`config.mk`:
```
export PLATFORM = sky130hd
export DESIGN_NAME = fs_line_rx
export DESIGN_NICKNAME = d
export VERILOG_FILES = /design/src/rtl/fsrx_pkg.sv /design/src/rtl/fsrx_sampler.sv /design/src/rtl/fsrx_run_timer.sv /design/src/rtl/fsrx_bit_decoder.sv /design/src/rtl/fs_line_rx.sv
export SDC_FILE = /design/constraint.sdc
export NUM_CORES = 1
export LEC_CHECK = 0
export BUFFER_PORTS_ARGS = -buffer_cell sky130_fd_sc_hd__buf_4
export CAP_MARGIN = 20
export CORE_UTILIZATION = 40
export CTS_CLUSTER_DIAMETER = 120
export CTS_CLUSTER_SIZE = 20
export DETAILED_ROUTE_END_ITERATION = 7
export HOLD_SLACK_MARGIN = 0.02
export SETUP_SLACK_MARGIN = 0.05
export SLEW_MARGIN = 30
export SYNTH_ARGS = -nofsm -noshare
export SYNTH_HDL_FRONTEND = slang
export SYNTH_SLANG_ARGS = --single-unit
```
`constraint.sdc`:
```
create_clock -name clk -period 3.59 [get_ports clk]
set_input_delay 0.1795 -clock clk [delete_from_list [all_inputs] [get_ports clk]]
set_output_delay 0.1795 -clock clk [all_outputs]
set_load 0.05 [all_outputs]
```
`src/rtl/fsrx_pkg.sv`:
```
package fsrx_pkg;

  // Encoding equals {line_p, line_n}, so the classifier is a plain cast.
  typedef enum logic [1:0] {
    LS_SE0 = 2'b00,
    LS_K   = 2'b01,
    LS_J   = 2'b10,
    LS_SE1 = 2'b11
  } line_state_e;

  // Per-run tick counter width; saturates above the stuffing limit.
  localparam int unsigned RUN_TICK_W = 3;

  // Longest legal run of ones before a forced transition.
  localparam logic [RUN_TICK_W-1:0] STUFF_LIMIT = 3'd6;

endpackage

```
`src/rtl/fsrx_sampler.sv`:
```
module fsrx_sampler
  import fsrx_pkg::*;
(
  input  logic        clk,
  input  logic        rst_n,
  input  logic        line_p,
  input  logic        line_n,
  output line_state_e state_o
);

  line_state_e state_d;
  line_state_e state_q;

  // classify the pair of line levels
  always_comb begin
    state_d = line_state_e'({line_p, line_n});
  end

  always_ff @(posedge clk or negedge rst_n) begin
    if (!rst_n) begin
      state_q <= LS_J;
    end else begin
      state_q <= state_d;
    end
  end

  assign state_o = state_q;

endmodule

```
`src/rtl/fsrx_run_timer.sv`:
```
module fsrx_run_timer
  import fsrx_pkg::*;
#(
  parameter int unsigned OVERSAMPLE = 4
) (
  input  logic                  clk,
  input  logic                  rst_n,
  input  line_state_e           cur_i,
  output line_state_e           last_o,
  output logic                  change_o,
  output logic                  fresh_o,
  output logic                  tick_o,
  output logic [RUN_TICK_W-1:0] ticks_o
);

  localparam int unsigned PHASE_W = (OVERSAMPLE > 1) ? $clog2(OVERSAMPLE) : 1;
  localparam logic [PHASE_W-1:0] PHASE_TOP = PHASE_W'(OVERSAMPLE - 1);
  localparam logic [RUN_TICK_W-1:0] TICK_SAT = '1;

  line_state_e           last_q,  last_d;
  logic                  fresh_q, fresh_d;
  logic [PHASE_W-1:0]    phase_q, phase_d;
  logic [RUN_TICK_W-1:0] ticks_q, ticks_d;

  logic                  change;
  logic [PHASE_W-1:0]    phase_inc;
  logic                  tick;
  logic [RUN_TICK_W-1:0] ticks_sum;

  // fresh_q: no sample of the current state counted yet (run counter at zero).
  // phase tracks (count-1) mod OVERSAMPLE; a tick marks count = 1 + k*OVERSAMPLE.
  always_comb begin
    change    = (cur_i != last_q);
    phase_inc = (phase_q == PHASE_TOP) ? '0 : phase_q + 1'b1;
    tick      = !fresh_q && (phase_inc == '0);
    ticks_sum = (tick && (ticks_q != TICK_SAT)) ? ticks_q + 1'b1 : ticks_q;
  end

  always_comb begin
    if (change) begin
      last_d  = cur_i;
      fresh_d = 1'b1;
      phase_d = '0;
      ticks_d = '0;
    end else begin
      last_d  = last_q;
      fresh_d = 1'b0;
      phase_d = fresh_q ? '0 : phase_inc;
      ticks_d = ticks_sum;
    end
  end

  always_ff @(posedge clk or negedge rst_n) begin
    if (!rst_n) begin
      last_q  <= LS_J;
      fresh_q <= 1'b1;
      phase_q <= '0;
      ticks_q <= '0;
    end else begin
      last_q  <= last_d;
      fresh_q <= fresh_d;
      phase_q <= phase_d;
      ticks_q <= ticks_d;
    end
  end

  assign last_o   = last_q;
  assign change_o = change;
  assign fresh_o  = fresh_q;
  assign tick_o   = tick;
  assign ticks_o  = ticks_sum;

  AST_NO_TICK_AFTER_CHANGE: assert property (@(posedge clk) disable iff (!rst_n)
    change_o |=> !tick_o) else $error("tick on first sample of a run");

endmodule

```
`src/rtl/fsrx_bit_decoder.sv`:
```
module fsrx_bit_decoder
  import fsrx_pkg::*;
(
  input  logic                  clk,
  input  logic                  rst_n,
  input  line_state_e           cur_i,
  input  line_state_e           last_i,
  input  logic                  change_i,
  input  logic                  fresh_i,
  input  logic                  tick_i,
  input  logic [RUN_TICK_W-1:0] ticks_i,
  output logic                  valid_o,
  output logic                  bit_o,
  output logic                  sop_o,
  output logic                  eop_o,
  output logic                  bus_reset_o,
  output logic                  stuff_err_o
);

  logic in_pkt_q, in_pkt_d;
  logic pz_q, pz_d;
  logic pz_sop_q, pz_sop_d;
  logic valid_q, valid_d;
  logic bit_q, bit_d;
  logic sop_q, sop_d;
  logic eop_q, eop_d;
  logic brst_q, brst_d;
  logic err_q, err_d;

  logic                  counting;
  logic                  one_bit;
  logic                  run_end;
  logic                  se0_end;
  logic                  data_end;
  logic [RUN_TICK_W-1:0] run_ones;
  logic                  zero_due;

  always_comb begin
    // an idle J run does not count as data
    counting = (last_i != LS_SE0) && (in_pkt_q || (last_i != LS_J));
    one_bit  = counting && tick_i;
    // a change out of a one-sample state is not a run end
    run_end  = change_i && !fresh_i;
    se0_end  = run_end && (last_i == LS_SE0);
    data_end = run_end && (last_i != LS_SE0);
    run_ones = counting ? ticks_i : '0;
    // zero only after fewer than six ones and not into SE0
    zero_due = data_end && (cur_i != LS_SE0) && (run_ones < STUFF_LIMIT);
  end

  always_comb begin
    valid_d  = one_bit || pz_q;
    bit_d    = one_bit;
    sop_d    = (one_bit && !in_pkt_q) || (pz_q && pz_sop_q);
    eop_d    = se0_end && (ticks_i == RUN_TICK_W'(1));
    brst_d   = se0_end && (ticks_i != RUN_TICK_W'(1));
    err_d    = data_end && (run_ones > STUFF_LIMIT);
    pz_d     = zero_due;
    pz_sop_d = zero_due && !in_pkt_q && !one_bit;
    in_pkt_d = se0_end ? 1'b0 : (in_pkt_q || one_bit || zero_due);
  end

  always_ff @(posedge clk or negedge rst_n) begin
    if (!rst_n) begin
      in_pkt_q <= 1'b0;
      pz_q     <= 1'b0;
      pz_sop_q <= 1'b0;
      valid_q  <= 1'b0;
      bit_q    <= 1'b0;
      sop_q    <= 1'b0;
      eop_q    <= 1'b0;
      brst_q   <= 1'b0;
      err_q    <= 1'b0;
    end else begin
      in_pkt_q <= in_pkt_d;
      pz_q     <= pz_d;
      pz_sop_q <= pz_sop_d;
      valid_q  <= valid_d;
      bit_q    <= bit_d;
      sop_q    <= sop_d;
      eop_q    <= eop_d;
      brst_q   <= brst_d;
      err_q    <= err_d;
    end
  end

  assign valid_o     = valid_q;
  assign bit_o       = bit_q;
  assign sop_o       = sop_q;
  assign eop_o       = eop_q;
  assign bus_reset_o = brst_q;
  assign stuff_err_o = err_q;

  AST_ZERO_ONE_SHOT: assert property (@(posedge clk) disable iff (!rst_n)
    pz_q |=> !pz_q) else $error("appended zero held two cycles");
  AST_ERR_NO_ZERO: assert property (@(posedge clk) disable iff (!rst_n)
    err_q |-> !pz_q) else $error("zero scheduled after stuffing error");
  AST_SE0_END_EXCL: assert property (@(posedge clk) disable iff (!rst_n)
    !(eop_q && brst_q)) else $error("end of packet and bus reset together");
  AST_GLITCH_SILENT: assert property (@(posedge clk) disable iff (!rst_n)
    (change_i && fresh_i) |=> !(eop_q || brst_q || err_q)) else $error("strobe after glitch");

endmodule

```
`src/rtl/fs_line_rx.sv`:
```
module fs_line_rx
  import fsrx_pkg::*;
#(
  parameter int unsigned OVERSAMPLE = 4
) (
  input  logic clk,
  input  logic rst_n,
  input  logic line_p,
  input  logic line_n,
  output logic rx_valid,
  output logic rx_bit,
  output logic rx_sop,
  output logic rx_eop,
  output logic rx_bus_reset,
  output logic rx_stuff_err
);

  line_state_e           cur_state;
  line_state_e           last_state;
  logic                  run_change;
  logic                  run_fresh;
  logic                  run_tick;
  logic [RUN_TICK_W-1:0] run_ticks;

  fsrx_sampler u_sampler (
    .clk     (clk),
    .rst_n   (rst_n),
    .line_p  (line_p),
    .line_n  (line_n),
    .state_o (cur_state)
  );

  fsrx_run_timer #(
    .OVERSAMPLE (OVERSAMPLE)
  ) u_timer (
    .clk      (clk),
    .rst_n    (rst_n),
    .cur_i    (cur_state),
    .last_o   (last_state),
    .change_o (run_change),
    .fresh_o  (run_fresh),
    .tick_o   (run_tick),
    .ticks_o  (run_ticks)
  );

  fsrx_bit_decoder u_decoder (
    .clk         (clk),
    .rst_n       (rst_n),
    .cur_i       (cur_state),
    .last_i      (last_state),
    .change_i    (run_change),
    .fresh_i     (run_fresh),
    .tick_i      (run_tick),
    .ticks_i     (run_ticks),
    .valid_o     (rx_valid),
    .bit_o       (rx_bit),
    .sop_o       (rx_sop),
    .eop_o       (rx_eop),
    .bus_reset_o (rx_bus_reset),
    .stuff_err_o (rx_stuff_err)
  );

  AST_SOP_HAS_BIT: assert property (@(posedge clk) disable iff (!rst_n)
    rx_sop |-> rx_valid) else $error("start marker without bit");
  AST_SOP_SINGLE: assert property (@(posedge clk) disable iff (!rst_n)
    rx_sop |=> !rx_sop) else $error("start marker on consecutive bits");
  AST_SE0_END_NO_BIT: assert property (@(posedge clk) disable iff (!rst_n)
    (rx_eop || rx_bus_reset) |-> !rx_valid) else $error("bit with SE0 strobe");

endmodule

```
==> out/results.ini <==
[global_route]
track_usage_pct = 13.8
grt_pass1_wl_um = 2060
grt_overflow = 0
antenna_found_initial = 0
grt_pass1_vias = 489
grt_max_degree = 20

[power_and_ir_drop]
p_sw_mw = 0.0873
switching_share_pct = 23.4
p_leak_nw = 0.468
p_seq_share_pct = 63.2
p_comb_share_pct = 9.6
clkPwrFrac_pct = 27.2
p_total_mw = 0.373
power_density_mw_per_mm2 = 395
p_int_mw = 0.286
ir_drop_uv = 270

[place]
port_buffers = 9
place_ws_ns = 1.34
hpwl_um = 862
place.gp.congestion = 0.749

[critical_path]
critPathRequiredTime_ns = 3.81
worstPathArrival_ns = 2.50
end_kind = flop
cp-start-kind = flop
worst-path-max-fanout = 7
crit_type = flop to flop

[route]
drc = 0
viasPerCell = 4.88
vias = 512
drt_iter0_markers = 8
dr.pass1.iters = 5
ant_nets = 0
drt_wl_total_um = 1190
wl_per_cell_um = 11.3

[clock_tree]
clk_path_buf_depth = 2
htree_levels = 1
cts_setup_buffers = 0
root_buffer = clkbuf_4
cts_buffers = 3
cts_sinks = 19
cts_tree = built
clkLatencyLatePin_ns = 0.29
clkSlewWorstSetupHoldPaths_ns = 0.10

[floorplanning]
die_w_um = 47.0
core_area_sq_mm = 0.00180
num_io_pins = 10
fp-row-count = 15
die_h_um = 47.0
start_util_pct = 44.9
dieArea_sq_mm = 0.00220

[sta]
layout_setup_ws_ns = 1.31
worst_slew_pin_slew_ns = 0.776
slew_headroom_pct = 46.9
hold_slack_ns = 0.287
maxSlewViolCount = 0
hold_viol_final = 0
timing.fmax_ghz = 0.439
timing.setup.tns_ns = 0
fin_crit_sh_pct = 63.4
rsz0062_at_grt = no
skew_ns = 0.00707
setup_viol = 0
period_needed_ns = 2.28

[cells_and_area]
final_cell_mix = dfrtp_1 (16), buf_4 (9), nand2_1 (4), nor2_1 (4), inv_1 (4)
antenna_cells = 0
layout.nets = 88
final_common_cell = dfrtp_1
drive_gt1_share_pct = 25.0
area_delta_synth_final_pct = 16.9

[synth]
netlist_area_sq_um = 808
yosysWarningCount = 0
synth-seq-cells = 19
netlist_instances = 67
synth_fp_nets = 74
synth-seq-area-share_pct = 59.3
avgSynthCellArea_sq_um = 12.1
synth_cell_type_count = 28

[outcome]
status = finished clean

[worst_hold_path]
min_path_type = primary input to asynchronous set/reset pin

[flow_run]
maxCapViolations = 0

## state kept, by name, indices dropped and copies added (netlist names)
signal                 cells
u_decoder.stuff_err_o      1
u_sampler.state_o          2
u_timer.phase_q            2
u_decoder.bit_o            1
u_decoder.pz_q             1
u_decoder.bus_reset_o      1
u_timer.ticks_q            3
u_decoder.valid_o          1
u_decoder.pz_sop_q         1
u_decoder.eop_o            1
u_timer.fresh_o            1
u_decoder.in_pkt_q         1
u_decoder.sop_o            1
u_timer.last_o             2
## path summary, 6_finish.rpt
path | cells past startpoint | end | from | slack, ns
min reg2reg | 0 | u_timer.last_o[1] | u_sampler.state_o[1] | 0.40
max reg2reg | 6 | u_decoder.pz_sop_q | u_timer.ticks_q[0] | 1.31
max in group asynchronous | 2 | u_timer.fresh_o | rst_n | 3.05
min | 2 | u_timer.last_o[0] | rst_n | 0.29
min in group clk | 0 | u_timer.last_o[1] | u_sampler.state_o[1] | 0.40
max | 6 | u_decoder.pz_sop_q | u_timer.ticks_q[0] | 1.31
## metrics by stage
stage	util, %	cells	area, sq um
4_1_cts	52.4	105	945
6_report	52.4	105	945
3_3_place_gp	49.3	98	888
3_5_place_dp	49.3	98	888
2_1_floorplan	-	67	808
5_1_grt	52.4	105	945
## cells by family after synthesis
kind of cell / synth area share [%]
and+or+nand+nor: 16.9
buffers and inverters: 4.18
xor gates and xnor gates: 4.34
adders and majority gates: 4.64
muxes: 3.72
DFF: 59.3
AOI/OAI and AO/OA: 6.97
## layout make-up
cell class	instances	area, sq um
Sequential cell	19	479
Fill cell	172	857
Multi-Input combinational cell	41	295
Tap cell	25	31.3
Inverter	4	15.0
Timing Repair Buffer	12	97.6
Clock buffer	4	26.3
## metal layers
layer | vias to the layer above | track usage, % | part of all wire [%]
met5 | - | 0 | 0
met4 | 0 | 5.14 | 1.0
met3 | 2 | 5.77 | 6.2
met2 | 14 | 23.1 | 47
met1 | 238 | 15.9 | 45
li1 | 258 | - | -
## power groups by stage
stage | registers [mW] | logic [mW] | clock network [mW]
final | 0.236 | 0.0357 | 0.101
after global routing | 0.238 | 0.0413 | 0.116
after CTS | 0.236 | 0.0364 | 0.108
after detailed placement | 0.240 | 0.0339 | 0
after global placement | 0.240 | 0.0339 | 0
after floorplan | 0.241 | 0.0188 | 0
## critical path, stage by stage, from the launching register on
cell and delay, ns:
dfrtp_1 0.45, ha_1 0.23, ha_1 0.17, or3b_1 0.49
and4b_4 0.27, or4_4 0.49, nor2b_2 0.11
## synthesized netlist by cell type (all sizes together)
library cell | number | share of area [%]
dfrtp | 16 | 50
inv | 4 | 1.9
nand2 | 4 | 1.9
nor2 | 4 | 1.9
dfstp | 3 | 9.8
ha | 3 | 4.6
mux2i | 3 | 3.7
nor2b | 3 | 2.6
o21ai | 3 | 1.9
xnor2 | 3 | 3.3
a21oi | 2 | 1.2
clkbuf | 2 | 0.93
nor3 | 2 | 1.2
nor4 | 2 | 1.5
a2111oi | 1 | 1.1
a22o | 1 | 1.1
a22oi | 1 | 0.93
a31oi | 1 | 0.77
and2 | 1 | 0.77
and2b | 1 | 1.1
and4b | 1 | 1.7
buf | 1 | 1.4
nor3b | 1 | 0.93
or2 | 1 | 0.77
or3b | 1 | 1.1
or4 | 1 | 1.4
xor2 | 1 | 1.1
## what timing repair did
item,in CTS,in global routing
gates resized for setup,0,0
endpoints found under the hold margin,21,0
hold buffers,3,0
(Power assumes the default switching activity.)
